File: config.mk
export PLATFORM = sky130hd
export DESIGN_NAME = tmr_bank
export DESIGN_NICKNAME = d
export VERILOG_FILES = /design/src/rtl/tmr_pkg.sv /design/src/rtl/tmr_prescaler.sv /design/src/rtl/tmr_channel.sv /design/src/rtl/tmr_bank.sv
export SDC_FILE = /design/constraint.sdc
export NUM_CORES = 1
export LEC_CHECK = 0
export BUFFER_PORTS_ARGS = -buffer_cell sky130_fd_sc_hd__buf_2
export CORE_UTILIZATION = 45
export DETAILED_ROUTE_END_ITERATION = 6
export PLACE_DENSITY = 0.64
export SETUP_SLACK_MARGIN = 0.05
export SYNTH_ARGS = -nofsm -noshare
export SYNTH_HDL_FRONTEND = slang
export SYNTH_SLANG_ARGS = --single-unit
File: constraint.sdc
create_clock -name clk -period 3.3 [get_ports clk]
set_input_delay 0.33 -clock clk [delete_from_list [all_inputs] [get_ports clk]]
set_output_delay 0.33 -clock clk [all_outputs]
set_load 0.005 [all_outputs]
File: src/rtl/tmr_pkg.sv
package tmr_pkg;
  localparam int unsigned BUS_W      = 32;
  localparam int unsigned PRE_W      = 8;
  localparam int unsigned OFF_IEN    = 'h00;
  localparam int unsigned OFF_STS    = 'h10;
  localparam int unsigned OFF_ROUTE  = 'h20;
  localparam int unsigned OFF_PRE    = 'h30;
  localparam int unsigned CH_BASE    = 'h100;
  localparam int unsigned CH_STRIDE  = 'h10;
  localparam int unsigned PRE_B_LSB  = 8;
  localparam int unsigned PRE_ENA    = 16;
  localparam int unsigned PRE_ENB    = 17;

  typedef enum logic [1:0] {
    SLOT_CTRL = 2'd0,
    SLOT_TGT  = 2'd1,
    SLOT_CNT  = 2'd2,
    SLOT_RLD  = 2'd3
  } slot_e;

  typedef struct packed {
    logic use_b;
    logic repeat_m;
    logic run;
  } tmr_ctrl_t;
endpackage

File: src/rtl/tmr_prescaler.sv
module tmr_prescaler #(
  parameter int unsigned W = 8
) (
  input  logic         clk,
  input  logic         rst_n,
  input  logic         en_i,
  input  logic [W-1:0] ratio_i,
  input  logic         tick_i,
  output logic         pulse_o
);
  logic [W-1:0] cnt_q;
  logic         wrap;

  assign wrap    = (cnt_q >= ratio_i);
  assign pulse_o = en_i & tick_i & wrap;

  always_ff @(posedge clk) begin
    if (!rst_n)      cnt_q <= '0;
    else if (!en_i)  cnt_q <= '0;
    else if (tick_i) cnt_q <= wrap ? '0 : cnt_q + 1'b1;
  end

  // after an emitted pulse the phase counter restarts
  a_r2_phase_restart: assert property (@(posedge clk) disable iff (!rst_n)
    pulse_o |=> (cnt_q == '0));
endmodule

File: src/rtl/tmr_channel.sv
module tmr_channel
  import tmr_pkg::*;
#(
  parameter int unsigned CNT_W = 32
) (
  input  logic             clk,
  input  logic             rst_n,
  input  logic             pulse_a_i,
  input  logic             pulse_b_i,
  input  logic             ctrl_we_i,
  input  logic             tgt_we_i,
  input  logic             rld_we_i,
  input  tmr_ctrl_t        ctrl_wd_i,
  input  logic [CNT_W-1:0] val_wd_i,
  output tmr_ctrl_t        ctrl_o,
  output logic [CNT_W-1:0] cnt_o,
  output logic [CNT_W-1:0] tgt_o,
  output logic [CNT_W-1:0] rld_o,
  output logic             hit_o
);
  tmr_ctrl_t        ctrl_q;
  logic [CNT_W-1:0] cnt_q, tgt_q, rld_q;
  logic             step, start;

  assign step  = ctrl_q.run & (ctrl_q.use_b ? pulse_b_i : pulse_a_i);
  assign hit_o = step & (cnt_q == tgt_q);
  assign start = ctrl_we_i & ctrl_wd_i.run & ~ctrl_q.run;

  always_ff @(posedge clk) begin
    if (!rst_n) begin
      ctrl_q <= '0;
      tgt_q  <= '0;
      rld_q  <= '0;
    end else begin
      if (ctrl_we_i)                        ctrl_q     <= ctrl_wd_i;
      else if (hit_o && !ctrl_q.repeat_m)   ctrl_q.run <= 1'b0;
      if (tgt_we_i) tgt_q <= val_wd_i;
      if (rld_we_i) rld_q <= val_wd_i;
    end
  end

  always_ff @(posedge clk) begin
    if (!rst_n)     cnt_q <= '0;
    else if (start) cnt_q <= '0;
    else if (hit_o) cnt_q <= ctrl_q.repeat_m ? rld_q : cnt_q;
    else if (step)  cnt_q <= cnt_q + 1'b1;
  end

  assign ctrl_o = ctrl_q;
  assign cnt_o  = cnt_q;
  assign tgt_o  = tgt_q;
  assign rld_o  = rld_q;

  // a fresh run always begins at zero
  a_r4_start_zero: assert property (@(posedge clk) disable iff (!rst_n)
    $rose(ctrl_q.run) |-> (cnt_q == '0));
  // single-shot match halts the channel and freezes the count
  a_r5_oneshot_halt: assert property (@(posedge clk) disable iff (!rst_n)
    (hit_o && !ctrl_q.repeat_m && !ctrl_we_i) |=> (!ctrl_q.run && $stable(cnt_q)));
  // auto-repeat match reloads and keeps running
  a_r6_repeat_reload: assert property (@(posedge clk) disable iff (!rst_n)
    (hit_o && ctrl_q.repeat_m && !ctrl_we_i) |=> (ctrl_q.run && cnt_q == $past(rld_q)));
endmodule

File: src/rtl/tmr_bank.sv
module tmr_bank
  import tmr_pkg::*;
#(
  parameter int unsigned NCH    = 4,
  parameter int unsigned CNT_W  = 32,
  parameter int unsigned ADDR_W = 12
) (
  input  logic              clk,
  input  logic              rst_n,
  input  logic              tick_i,
  input  logic              wr_en_i,
  input  logic              rd_en_i,
  input  logic [ADDR_W-1:0] addr_i,
  input  logic [BUS_W-1:0]  wdata_i,
  output logic [BUS_W-1:0]  rdata_o,
  output logic              irq_o
);
  localparam int unsigned CH_END = CH_BASE + CH_STRIDE * NCH;

  logic [NCH-1:0]   ien_q, route_q, sts_q, evt, clr, ch_sel;
  logic [PRE_W-1:0] ratio_a_q, ratio_b_q;
  logic             en_a_q, en_b_q, pulse_a, pulse_b;
  logic             aligned, in_ch, sel_ien, sel_sts, sel_route, sel_pre;
  logic [ADDR_W-1:0] ch_idx;
  slot_e            slot;
  logic [BUS_W-1:0] rmux, rdata_q;

  tmr_ctrl_t        ch_ctrl [NCH];
  logic [CNT_W-1:0] ch_cnt  [NCH];
  logic [CNT_W-1:0] ch_tgt  [NCH];
  logic [CNT_W-1:0] ch_rld  [NCH];

  // address decode
  assign aligned   = (addr_i[1:0] == 2'b00);
  assign sel_ien   = aligned && addr_i == ADDR_W'(OFF_IEN);
  assign sel_sts   = aligned && addr_i == ADDR_W'(OFF_STS);
  assign sel_route = aligned && addr_i == ADDR_W'(OFF_ROUTE);
  assign sel_pre   = aligned && addr_i == ADDR_W'(OFF_PRE);
  assign in_ch     = aligned && addr_i >= ADDR_W'(CH_BASE) && addr_i < ADDR_W'(CH_END);
  assign ch_idx    = (addr_i - ADDR_W'(CH_BASE)) >> 4;
  assign slot      = slot_e'(addr_i[3:2]);

  // shared prescalers
  tmr_prescaler #(.W(PRE_W)) u_pre_a (
    .clk(clk), .rst_n(rst_n), .en_i(en_a_q), .ratio_i(ratio_a_q),
    .tick_i(tick_i), .pulse_o(pulse_a));
  tmr_prescaler #(.W(PRE_W)) u_pre_b (
    .clk(clk), .rst_n(rst_n), .en_i(en_b_q), .ratio_i(ratio_b_q),
    .tick_i(tick_i), .pulse_o(pulse_b));

  // channel array
  for (genvar n = 0; n < NCH; n++) begin : g_ch
    assign ch_sel[n] = in_ch && (ch_idx == ADDR_W'(n));
    tmr_channel #(.CNT_W(CNT_W)) u_ch (
      .clk       (clk),
      .rst_n     (rst_n),
      .pulse_a_i (pulse_a),
      .pulse_b_i (pulse_b),
      .ctrl_we_i (wr_en_i && ch_sel[n] && slot == SLOT_CTRL),
      .tgt_we_i  (wr_en_i && ch_sel[n] && slot == SLOT_TGT),
      .rld_we_i  (wr_en_i && ch_sel[n] && slot == SLOT_RLD),
      .ctrl_wd_i (tmr_ctrl_t'(wdata_i[2:0])),
      .val_wd_i  (wdata_i[CNT_W-1:0]),
      .ctrl_o    (ch_ctrl[n]),
      .cnt_o     (ch_cnt[n]),
      .tgt_o     (ch_tgt[n]),
      .rld_o     (ch_rld[n]),
      .hit_o     (evt[n])
    );
  end

  // global registers
  assign clr = (wr_en_i && sel_sts) ? wdata_i[NCH-1:0] : '0;

  always_ff @(posedge clk) begin
    if (!rst_n) begin
      ien_q     <= '0;
      route_q   <= '0;
      sts_q     <= '0;
      ratio_a_q <= '0;
      ratio_b_q <= '0;
      en_a_q    <= 1'b0;
      en_b_q    <= 1'b0;
    end else begin
      sts_q <= (sts_q & ~clr) | evt;
      if (wr_en_i && sel_ien)   ien_q   <= wdata_i[NCH-1:0];
      if (wr_en_i && sel_route) route_q <= wdata_i[NCH-1:0];
      if (wr_en_i && sel_pre) begin
        ratio_a_q <= wdata_i[PRE_W-1:0];
        ratio_b_q <= wdata_i[PRE_B_LSB +: PRE_W];
        en_a_q    <= wdata_i[PRE_ENA];
        en_b_q    <= wdata_i[PRE_ENB];
      end
    end
  end

  assign irq_o = |(sts_q & ien_q & route_q);

  // read path
  always_comb begin
    rmux = '0;
    if (sel_ien)   rmux = BUS_W'(ien_q);
    if (sel_sts)   rmux = BUS_W'(sts_q);
    if (sel_route) rmux = BUS_W'(route_q);
    if (sel_pre) begin
      rmux[PRE_W-1:0]            = ratio_a_q;
      rmux[PRE_B_LSB +: PRE_W]   = ratio_b_q;
      rmux[PRE_ENA]              = en_a_q;
      rmux[PRE_ENB]              = en_b_q;
    end
    for (int n = 0; n < NCH; n++) begin
      if (ch_sel[n]) begin
        unique case (slot)
          SLOT_CTRL: rmux = BUS_W'(ch_ctrl[n]);
          SLOT_TGT:  rmux = BUS_W'(ch_tgt[n]);
          SLOT_CNT:  rmux = BUS_W'(ch_cnt[n]);
          SLOT_RLD:  rmux = BUS_W'(ch_rld[n]);
          default:   rmux = '0;
        endcase
      end
    end
  end

  always_ff @(posedge clk) begin
    if (!rst_n)       rdata_q <= '0;
    else if (rd_en_i) rdata_q <= rmux;
  end
  assign rdata_o = rdata_q;

  // an event always leaves its status bit set, clear or not
  a_r8_event_wins: assert property (@(posedge clk) disable iff (!rst_n)
    (|evt) |=> ((sts_q & $past(evt)) == $past(evt)));
  // a clearing write with no competing event drops the bits
  a_r7_clear_bits: assert property (@(posedge clk) disable iff (!rst_n)
    (wr_en_i && sel_sts && evt == '0) |=> ((sts_q & $past(wdata_i[NCH-1:0])) == '0));
  // no routing means no interrupt
  a_r9_unrouted_quiet: assert property (@(posedge clk) disable iff (!rst_n)
    (route_q == '0) |-> !irq_o);
  // read data holds without a read strobe
  a_r11_rdata_hold: assert property (@(posedge clk) disable iff (!rst_n)
    !rd_en_i |=> $stable(rdata_o));
endmodule

# Yosys cells after proc, flatten, opt, wreduce, memory -nomap -nowiden
# Cells that the tools add are included.
[word_totals] reg_bits=474 inputBits=49 elab_cells=192
[classes] addsub=7 magnitude_cmp=4 n_eq_ne=17 n_mux=39 n_bitwise=30 n_reduce_logical=61
[ops] operator="2-to-1 mux 32 bit" count=18
[ops] operator="one-hot mux 32 bit (4 select lines)" count=4
[ops] operator="adder 32 x 1 -> 32 bit (second input constant)" count=4
[ops] operator="== test 32 bit" count=4
[ops] operator="logical AND 1 bit" count=34
[ops] operator="== test 12 x 6 -> 1 bit (second input constant)" count=2
[ops] operator="zero test 12 bit" count=2
[ops] operator="AND 1 bit" count=20
[ops] operator="2-to-1 mux 18 bit" count=1
[ops] operator="adder 8 x 1 -> 8 bit (second input constant)" count=2
[ops] operator="== test 8 x 2 -> 1 bit (second input constant)" count=2
[ops] operator=">= comparator 8 bit" count=2
[ops] operator="2-to-1 mux 8 bit" count=2
[ops] operator="nonzero test 2 bit" count=8
[ops] operator="AND 4 bit" count=3
[ops] operator="== test 12 x 5 -> 1 bit (second input constant)" count=1
[ops] operator=">= comparator 12 x 9 -> 1 bit (second input constant)" count=1
[ops] operator="< comparator 12 x 9 -> 1 bit (second input constant)" count=1
[ops] operator="2-to-1 mux 1 bit" count=12
[ops] operator="AND reduction 2 bit" count=6
[ops] operator="subtractor 12 x 9 -> 12 bit (second input constant)" count=1
[ops] operator="== test 8 x 1 -> 1 bit (second input constant)" count=1
[ops] operator="2-to-1 mux 4 bit" count=2
[ops] operator="!= test 2 bit (second input constant)" count=4
[ops] operator="9 further kinds" count=21

# Depth between registers and ports, before layout
# Gate-level depths: netlist (run 1).
[depth] depth_word=10 depth_mapped=12 mapped_depth_nobuf=9

# By module
# Synthesis (run 1) repeated with hierarchy kept, for this count alone.
[unflattened] hier_cells=3138 hier_area_um2=28194.5
[modules_own_cells] module="tmr_channel" instances=4 cells_per_inst=561 area_per_inst_um2=5196.2
[modules_own_cells] module="tmr_bank" instances=1 cells_per_inst=768 area_per_inst_um2=6228.5
[modules_own_cells] module="tmr_prescaler" instances=2 cells_per_inst=63 area_per_inst_um2=590.6

# Worst setup path before layout (run 1)
# OpenSTA, ideal clock, no wires.
[synth_timing] path_type="reg-to-reg" from="register u_pre_a.cnt_q[0]" to="register g_ch[2].u_ch.cnt_q[22]" setup_ns=0.117 arrival_ns=2.364 required_time_ns=3.183 setup_slack_ns=0.818 path_stages_with_launch=12 n_path_buf=2 cell_sequence="dfxtp_1 -> inv_1 -> ha_1 -> nand2b_1 -> a211oi_1 -> o21ai_1 -> a21o_1 -> and3_1 -> clkbuf_1 -> clkbuf_1 -> o21ai_0 -> a32o_1"
[synth_between] elab_chain_len=7 word_cells_on_any_way=9 cone_classes="1 x order compare; 1 x eq/ne; 2 x mux; 3 x bitwise; 2 x reduce/logical"
[synth_rtl] element="from (decl)" line_no="tmr_prescaler.sv:11" rtl="logic [W-1:0] cnt_q;"
[synth_rtl] element="from (signal assigned)" line_no="tmr_prescaler.sv:20" rtl="else if (tick_i) cnt_q <= wrap ? '0 : cnt_q + 1'b1;"
[synth_rtl] element=">= comparator 8 bit (*)" line_no="tmr_prescaler.sv:14" rtl="assign wrap = (cnt_q >= ratio_i);"
[synth_rtl] element="AND 1 bit (*)" line_no="tmr_prescaler.sv:15" rtl="assign pulse_o = en_i & tick_i & wrap;"
[synth_rtl] element="2-to-1 mux 1 bit (*)" line_no="tmr_channel.sv:25" rtl="assign step = ctrl_q.run & (ctrl_q.use_b ? pulse_b_i : pulse_a_i);"
[synth_rtl] element="AND 1 bit (*)" line_no="tmr_channel.sv:25"
[synth_rtl] element="AND 1 bit" line_no="tmr_channel.sv:26" rtl="assign hit_o = step & (cnt_q == tgt_q);"
[synth_rtl] element="!= test 2 bit (no source line) or nonzero test 2 bit (tied branches)"
[synth_rtl] element="AND reduction 2 bit (no source line)"
[synth_rtl] element="to (signal assigned)" line_no="tmr_channel.sv:45" rtl="else if (hit_o) cnt_q <= ctrl_q.repeat_m ? rld_q : cnt_q;"
[synth_rtl] element="to (signal assigned)" line_no="tmr_channel.sv:46" rtl="else if (step) cnt_q <= cnt_q + 1'b1;"
[synth_rtl] element="to (decl)" line_no="tmr_channel.sv:22" rtl="logic [CNT_W-1:0] cnt_q, tgt_q, rld_q;"
# Mark *: on every way between the ends. The rest lies on a longest branch, timed or not.
# A chain may end at the register's enable or synchronous reset.

# Worst setup path in the final report (run 1)
[layout_timing] from="register u_pre_b.cnt_q[0]" to="register g_ch[2].u_ch.cnt_q[22]"
[layout_between] elab_chain_len=7 word_cells_on_any_way=9 cone_classes="1 x order compare; 1 x eq/ne; 2 x mux; 3 x bitwise; 2 x reduce/logical"
[layout_rtl] element="from (decl)" line_no="tmr_prescaler.sv:11"
[layout_rtl] element="from (signal assigned)" line_no="tmr_prescaler.sv:20"
[layout_rtl] element=">= comparator 8 bit (*)" line_no="tmr_prescaler.sv:14"
[layout_rtl] element="AND 1 bit (*)" line_no="tmr_prescaler.sv:15"
[layout_rtl] element="2-to-1 mux 1 bit (*)" line_no="tmr_channel.sv:25"
[layout_rtl] element="AND 1 bit (*)" line_no="tmr_channel.sv:25"
[layout_rtl] element="AND 1 bit" line_no="tmr_channel.sv:26"
[layout_rtl] element="!= test 2 bit (no source line) or nonzero test 2 bit (tied branches)"
[layout_rtl] element="AND reduction 2 bit (no source line)"
# Marked as above.

==> flow_results.xml, run 1 <==
<?xml version="1.0" encoding="UTF-8"?>
<metrics>
  <group name="critical_path">
    <metric name="r2r_cells" unit="">9</metric>
    <metric name="critPathMostFrequentCell" unit="">o21ai_1</metric>
    <metric name="critical_path.slowest_cell" unit="">and3_1</metric>
    <metric name="worstSetupStartpointType" unit="">flip-flop</metric>
    <metric name="arrival" unit="ns">3.70</metric>
    <metric name="critPathMaxFanout" unit="">23</metric>
    <metric name="critPathMaxStageDelay" unit="ns">0.92</metric>
    <metric name="crit_type" unit="">reg -&gt; reg</metric>
    <metric name="setup.worst_path.end_class" unit="">flip-flop</metric>
    <metric name="required" unit="ns">3.82</metric>
    <metric name="crit_path_cell_trace" unit="">inv_1, ha_1, nor2b_1, o21ai_1, a31oi_2, o21ai_1, and3_1, o21ai_0, a32o_1</metric>
  </group>
  <group name="synthesis">
    <metric name="synthCells" unit="">3469</metric>
    <metric name="synth_edf_count" unit="">0</metric>
    <metric name="yosys_warnings" unit="">0</metric>
    <metric name="synthTopCellsByArea" unit="">dfxtp_1, nand2_1, a21boi_0</metric>
    <metric name="synthFlopType" unit="">dfxtp_1</metric>
    <metric name="post_synthesis_net_count" unit="">3540</metric>
    <metric name="mappedNetlistArea" unit="um^2">27500</metric>
    <metric name="synth_top_area_share" unit="">0.3450</metric>
    <metric name="synthArstFlopShare" unit="">0</metric>
    <metric name="syn_area_per_cell" unit="um^2">7.928</metric>
    <metric name="synth_sequential_area_ratio" unit="">0.3450</metric>
    <metric name="synth_cell_types" unit="">94</metric>
    <metric name="yosysTopAreaCell" unit="">dfxtp_1</metric>
    <metric name="synth_seq_cells" unit="">474</metric>
  </group>
  <group name="cts">
    <metric name="clock-root-buffer" unit="">clkbuf_16</metric>
    <metric name="cts_inserted_buffers" unit="">53</metric>
    <metric name="cts.reportedPaths.clkPinSlew" unit="ns">0.07</metric>
    <metric name="clockBufferDepth" unit="">3</metric>
    <metric name="cts_tree" unit="">yes</metric>
    <metric name="clock_sinks" unit="">474</metric>
    <metric name="clk_latency" unit="ns">0.63</metric>
    <metric name="cts_max_level" unit="">2</metric>
    <metric name="ctsHoldBuffers" unit="">0</metric>
  </group>
  <group name="run">
    <metric name="timing.max_cap.violations" unit="">0</metric>
  </group>
  <group name="timing">
    <metric name="timing.final.max_slew_violations" unit="">0</metric>
    <metric name="fin_ws" unit="ns">0.1172</metric>
    <metric name="worst_clock_skew" unit="ns">0.03035</metric>
    <metric name="finalHoldViolations" unit="">0</metric>
    <metric name="setup_tns" unit="ns">0</metric>
    <metric name="tightest_slew" unit="ns">1.183</metric>
    <metric name="max_freq" unit="GHz">0.3142</metric>
    <metric name="fin_hold_ws" unit="ns">0.1036</metric>
    <metric name="grt_setup_unrepaired" unit="">false</metric>
    <metric name="setup_viol" unit="">0</metric>
    <metric name="final_period_utilization" unit="">0.9645</metric>
    <metric name="max_slew_margin" unit="">0.2110</metric>
    <metric name="finalWorstPathRequiredPeriod" unit="ns">3.183</metric>
  </group>
  <group name="layout">
    <metric name="fin_util" unit="">0.5110</metric>
    <metric name="finish.net_count" unit="">3485</metric>
    <metric name="syn2layout_area_growth" unit="%">12.15</metric>
    <metric name="layout_cell_share_with_drive_strength_beyond_1" unit="">0.1478</metric>
  </group>
  <group name="floorplan">
    <metric name="initial_utilization" unit="">0.4556</metric>
    <metric name="die_h" unit="um">249.2</metric>
    <metric name="die_w" unit="um">249.2</metric>
    <metric name="core" unit="um^2">60360</metric>
    <metric name="dieArea" unit="um^2">62110</metric>
    <metric name="std_cell_rows" unit="">90</metric>
    <metric name="pin_count" unit="">82</metric>
  </group>
  <group name="placement">
    <metric name="final_weighted_congestion_of_routability_driven_global_placement" unit="">0.9889</metric>
    <metric name="buffer_ports.inserted" unit="">81</metric>
    <metric name="dpl.hpwl" unit="mm">73.00</metric>
    <metric name="preCtsSetupSlack" unit="ns">0.08052</metric>
  </group>
  <group name="global_routing">
    <metric name="grt_first_pass_wirelength" unit="mm">159.0</metric>
    <metric name="largest_net_degree_at_the_start_of_global_routing" unit="">136</metric>
    <metric name="globalRouteOverflowTotal" unit="">0</metric>
    <metric name="antenna_found_initial" unit="">4</metric>
    <metric name="grt_use_total" unit="">0.3331</metric>
    <metric name="grt_pass1_vias" unit="">24480</metric>
  </group>
  <group name="run_status">
    <metric name="run_status" unit="">finished, final reports clean</metric>
  </group>
  <group name="min_path">
    <metric name="hold_path_depth" unit="">4</metric>
    <metric name="min_path_type" unit="">in -&gt; reg</metric>
  </group>
  <group name="power_and_ir_drop">
    <metric name="vdd.ir_drop.worst" unit="mV">0.4153</metric>
    <metric name="power_density" unit="nW/um^2">424.1</metric>
    <metric name="reported_leakage_power" unit="nW">10.78</metric>
  </group>
  <group name="detailed_routing">
    <metric name="wl_per_cell" unit="um">24.99</metric>
    <metric name="routed_vias_inst" unit="">6.284</metric>
    <metric name="post-route-drc-count" unit="">0</metric>
    <metric name="ant_nets" unit="">0</metric>
    <metric name="drtPass1Iterations" unit="">5</metric>
    <metric name="drtIter0Drc" unit="">3027</metric>
    <metric name="wirelength" unit="mm">106.0</metric>
    <metric name="via_count" unit="">26650</metric>
  </group>
</metrics>
## cell type report
| cell class | count | area, um^2 |
|---|---|---|
| Fill cell | 5783 | 29520 |
| Multi-Input combinational cell | 2598 | 16480 |
| Sequential cell | 474 | 9489 |
| Timing Repair Buffer | 230 | 1767 |
| Clock buffer | 72 | 1540 |
| Tap cell | 782 | 978.4 |
| Clock inverter | 26 | 364.1 |
| Inverter | 57 | 214.0 |
| Antenna cell | 2 | 5.005 |
## synthesized netlist by cell type (17+ instances only)
library cell  instances
nor4_1               51
clkbuf_1            260
nor2_1              183
nand2b_1             18
inv_1                55
o21ai_0              83
nand3_1              85
a21boi_0            288
nor2b_1              31
dfxtp_1             474
o221a_1              20
buf_2                49
ha_1                 22
mux2_2              100
nor3_1               49
a221oi_1             29
nor3b_1              24
and3_1               36
a41oi_1              41
nand4_1              56
o221a_2              28
xnor2_1              71
a21oi_1             135
o211a_1              17
o221ai_1             19
o22ai_1              35
a211oi_1             25
a22oi_1              94
xor2_1               85
a31oi_1              27
nand2_1             726
## per-stage QoR
stage | power (mW) | cell area (um^2) | std cells
2_1_floorplan | 6.297 | 27500 | 3469
3_3_place_gp | 6.619 | 28930 | 4141
3_5_place_dp | 6.618 | 28930 | 4141
4_1_cts | 13.10 | 30830 | 4239
5_1_grt | 13.38 | 30840 | 4240
6_report | 13.08 | 30840 | 4241
## report_power, final
group          internal [mW]  switching (mW)
combinational          0.218           0.532
sequential              5.74          0.0191
clock                   3.96            2.61
## metal layers
layer | global-route usage | up-vias | part of all wire
met2 | 0.4931 | 1299 | 0.43
li1 | - | 12310 | -
met4 | 0.2063 | 0 | 0.068
met3 | 0.06165 | 267 | 0.090
met5 | 0 | - | 0
met1 | 0.4470 | 12770 | 0.41
## cells in the final DEF (no fill, tap or decap), types with 20 or more instances in the layout
master | Yosys | final
inv_1 | 55 | 55
o22ai_1 | 35 | 35
and3_1 | 36 | 36
o221a_2 | 28 | 28
nor3_1 | 49 | 48
nand4_1 | 56 | 56
buf_2 | 49 | 78
mux2_2 | 100 | 100
ha_1 | 22 | 22
nor2_1 | 183 | 175
a22oi_1 | 94 | 94
xnor2_1 | 71 | 71
nor2b_1 | 31 | 29
nor3b_1 | 24 | 24
nor4_1 | 51 | 51
nand2_1 | 726 | 725
a31oi_1 | 27 | 27
xor2_1 | 85 | 85
dfxtp_1 | 474 | 474
a211oi_1 | 25 | 25
nand3_1 | 85 | 85
a21boi_0 | 288 | 288
a21oi_1 | 135 | 134
a221oi_1 | 29 | 29
a41oi_1 | 41 | 41
buf_4 | 2 | 132
o221a_1 | 20 | 20
o21ai_0 | 83 | 83
clkbuf_16 | 0 | 55
## cell families (layout without fill, tap and decap cells)
| family | after synthesis | count (layout) | share of synthesized area |
|---|---|---|---|
| simple gates | 1332 | 1332 | 0.2218 |
| compound gates | 960 | 960 | 0.2576 |
| flops | 474 | 474 | 0.3450 |
| buf+inv | 397 | 385 | 0.05737 |
| xor+xnor | 156 | 156 | 0.04968 |
| mux | 128 | 128 | 0.05846 |
| fa+ha+maj | 22 | 22 | 0.01001 |
| other cells | 0 | 2 | 0 |
## critical path: cells and delay by family, from the launching register on
family,cells,cell delay (ns)
buffers and inverters,1,0.06
flip-flops,1,0.39
adder cells (fa/ha/maj),1,0.27
AND/OR/NAND/NOR,2,0.96
AO/OA/AOI/OAI,5,1.38
## what timing repair did
item,4_1_cts,5_1_grt
endpoints found under the setup margin,1,1
buffers inserted,0,0
pin swaps,0,0
gates resized for setup,1,1
## sequential cells by signal (all words and copies together) (netlist names), 8 cells and up
register / cells
g_ch.u_ch.cnt_o: 128
rdata_o: 32
g_ch.u_ch.tgt_o: 128
g_ch.u_ch.ctrl_o: 12
u_pre_a.cnt_q: 8
ratio_a_q: 8
u_pre_b.cnt_q: 8
ratio_b_q: 8
g_ch.u_ch.rld_o: 128
## path summary, 6_finish.rpt
check                                      start                endpoint  slack (ns)
worst min register to register       rdata_o[30]             rdata_o[30]        0.47
worst min-delay path                   addr_i[8]              rdata_o[0]        0.10
worst max register to register  u_pre_b.cnt_q[0]  g_ch[2].u_ch.cnt_o[22]        0.12
worst max-delay path            u_pre_b.cnt_q[0]  g_ch[2].u_ch.cnt_o[22]        0.12
(Power assumes the default switching activity.)
==> inputs of run 2 (changes only) <==
- clock period: 3.3 -> 3.8 ns (I/O delays scaled with it)
==> run 2 against run 1 <==
Clock-buffer cell count up 3. Critical endpoint is now g_ch[1].u_ch.cnt_o[4]. Largest cell class unchanged. Register-to-register slack better by 0.48 ns. Sequential power down 13%.
==> flow_results.xml, run 2 (same netlist as run 1, synthesis figures left out) <==
<?xml version="1.0" encoding="UTF-8"?>
<metrics>
  <group name="timing">
    <metric name="tightest_slew" unit="ns">1.147</metric>
    <metric name="fin_ws" unit="ns">0.5927</metric>
    <metric name="setup_tns" unit="ns">0</metric>
    <metric name="setup_viol" unit="">0</metric>
    <metric name="max_freq" unit="GHz">0.3118</metric>
    <metric name="finalWorstPathRequiredPeriod" unit="ns">3.207</metric>
    <metric name="timing.final.max_slew_violations" unit="">0</metric>
    <metric name="grt_setup_unrepaired" unit="">false</metric>
    <metric name="fin_hold_ws" unit="ns">0.1697</metric>
    <metric name="finalHoldViolations" unit="">0</metric>
    <metric name="max_slew_margin" unit="">0.2355</metric>
    <metric name="final_period_utilization" unit="">0.8440</metric>
    <metric name="worst_clock_skew" unit="ns">0.02126</metric>
  </group>
  <group name="critical_path">
    <metric name="crit_type" unit="">reg -&gt; reg</metric>
    <metric name="crit_path_cell_trace" unit="">inv_1, ha_1, nor2b_1, o21ai_1, a31oi_2, o21ai_1, o2111ai_1, a21oi_1, o221a_2</metric>
    <metric name="critical_path.slowest_cell" unit="">o2111ai_1</metric>
    <metric name="required" unit="ns">4.37</metric>
    <metric name="setup.worst_path.end_class" unit="">flip-flop</metric>
    <metric name="critPathMaxStageDelay" unit="ns">0.71</metric>
    <metric name="cpLargestDelayFamily" unit="">compound AO/OA/AOI/OAI gates</metric>
    <metric name="critPathMaxFanout" unit="">11</metric>
    <metric name="critical_path.n_buffers_inverters" unit="">1</metric>
    <metric name="critPathMostFrequentCell" unit="">o21ai_1</metric>
    <metric name="arrival" unit="ns">3.78</metric>
    <metric name="worstSetupStartpointType" unit="">flip-flop</metric>
  </group>
  <group name="cts">
    <metric name="cts.reportedPaths.clkPinSlew" unit="ns">0.06</metric>
    <metric name="clk_latency" unit="ns">0.63</metric>
    <metric name="cts_max_level" unit="">2</metric>
    <metric name="cts_inserted_buffers" unit="">54</metric>
    <metric name="cts_repair_resized_insts" unit="">0</metric>
    <metric name="clockBufferDepth" unit="">3</metric>
    <metric name="postCtsSetupRepairBufs" unit="">0</metric>
    <metric name="clock-root-buffer" unit="">clkbuf_16</metric>
    <metric name="ctsHoldBuffers" unit="">0</metric>
    <metric name="clock_sinks" unit="">474</metric>
    <metric name="cts_tree" unit="">yes</metric>
  </group>
  <group name="detailed_routing">
    <metric name="ant_nets" unit="">0</metric>
    <metric name="via_count" unit="">26600</metric>
    <metric name="drtIter0Drc" unit="">3063</metric>
    <metric name="post-route-drc-count" unit="">0</metric>
    <metric name="wirelength" unit="mm">105.5</metric>
    <metric name="wl_per_cell" unit="um">25.11</metric>
    <metric name="routed_vias_inst" unit="">6.331</metric>
    <metric name="drtPass1Iterations" unit="">6</metric>
  </group>
  <group name="global_routing">
    <metric name="antenna_found_initial" unit="">3</metric>
    <metric name="grt_first_pass_wirelength" unit="mm">158.9</metric>
    <metric name="grt_use_total" unit="">0.3318</metric>
    <metric name="grt_pass1_vias" unit="">24250</metric>
    <metric name="largest_net_degree_at_the_start_of_global_routing" unit="">105</metric>
    <metric name="globalRouteOverflowTotal" unit="">0</metric>
  </group>
  <group name="power_and_ir_drop">
    <metric name="power_density" unit="nW/um^2">370.7</metric>
    <metric name="vdd.ir_drop.worst" unit="mV">0.3707</metric>
    <metric name="reported_leakage_power" unit="nW">10.51</metric>
  </group>
  <group name="placement">
    <metric name="placedCellCount" unit="">4099</metric>
    <metric name="buffer_ports.inserted" unit="">81</metric>
    <metric name="placed_standard_cell_area" unit="um^2">28480</metric>
    <metric name="final_weighted_congestion_of_routability_driven_global_placement" unit="">0.9732</metric>
    <metric name="preCtsSetupSlack" unit="ns">0.6853</metric>
    <metric name="dpl.hpwl" unit="mm">71.82</metric>
  </group>
  <group name="floorplan">
    <metric name="core" unit="um^2">60360</metric>
    <metric name="dieArea" unit="um^2">62110</metric>
    <metric name="std_cell_rows" unit="">90</metric>
    <metric name="pin_count" unit="">82</metric>
    <metric name="die_h" unit="um">249.2</metric>
    <metric name="die_w" unit="um">249.2</metric>
    <metric name="initial_utilization" unit="">0.4556</metric>
  </group>
  <group name="run">
    <metric name="timing.max_cap.violations" unit="">0</metric>
  </group>
  <group name="layout">
    <metric name="fin_cells" unit="">4201</metric>
    <metric name="layout_commonest_cell" unit="">nand2_1</metric>
    <metric name="final_cell_mix" unit="">nand2_1, dfxtp_1, a21boi_0, nor2_1, a21oi_1</metric>
    <metric name="syn2layout_area_growth" unit="%">10.38</metric>
    <metric name="stdcell_area" unit="um^2">30360</metric>
    <metric name="finish.net_count" unit="">3444</metric>
    <metric name="layout_cell_share_with_drive_strength_beyond_1" unit="">0.1369</metric>
  </group>
  <group name="min_path">
    <metric name="min_path_type" unit="">in -&gt; reg</metric>
  </group>
  <group name="run_status">
    <metric name="run_status" unit="">finished, final reports clean</metric>
  </group>
</metrics>
run 2: cell types whose count changed in the layout (fill, tap and decap cells not counted), sizes merged:
cell and change:
clkinv +1, bufinv -3, inv +2, diode -1
buf -42, clkbuf +3
run 2: area by class of cell:
class	count	area [um^2]
inverters	57	214.0
multi-input cells	2598	16480
well taps	782	978.4
flip-flops and latches	474	9489
clock inverters	26	307.8
clock buffers	75	1562
fillers	5839	30000
repair buffers	188	1326
diodes	1	2.502
run 2: tightest hold or removal path, delay by kind of cell:
family	cells	cell delay, ns
buf+inv	1	0.21
simple gates	1	0.09
compound gates	1	0.07
run 2: path summary, 6_finish.rpt:
check                                 startpoint                     end  slack, ns  cells past startpoint
worst max register to register  u_pre_b.cnt_q[0]   g_ch[1].u_ch.cnt_o[4]       0.59                      9
worst min register to register       rdata_o[19]             rdata_o[19]       0.48                      1
worst max-delay path            u_pre_b.cnt_q[0]   g_ch[1].u_ch.cnt_o[4]       0.59                      9
worst min-delay path                 wdata_i[11]  g_ch[2].u_ch.tgt_o[11]       0.17                      3
run 2: where the power goes:
part | internal [mW] | switching, mW
clock network | 3.28 | 2.32
registers | 4.99 | 0.0166
logic | 0.182 | 0.463
run 2: layer usage:
layer	global-route usage	wire [um]
met4	0.1937	6618
met3	0.05737	9082
met2	0.4963	45600
met1	0.4481	44170
met5	0	12
run 2: stage by stage:
step / power (mW) / util
after floorplan: 5.469 / -
after global placement: 5.739 / 0.4719
after detailed placement: 5.740 / 0.4719
after CTS: 11.26 / 0.5029
after global routing: 11.52 / 0.5029
final: 11.25 / 0.5029
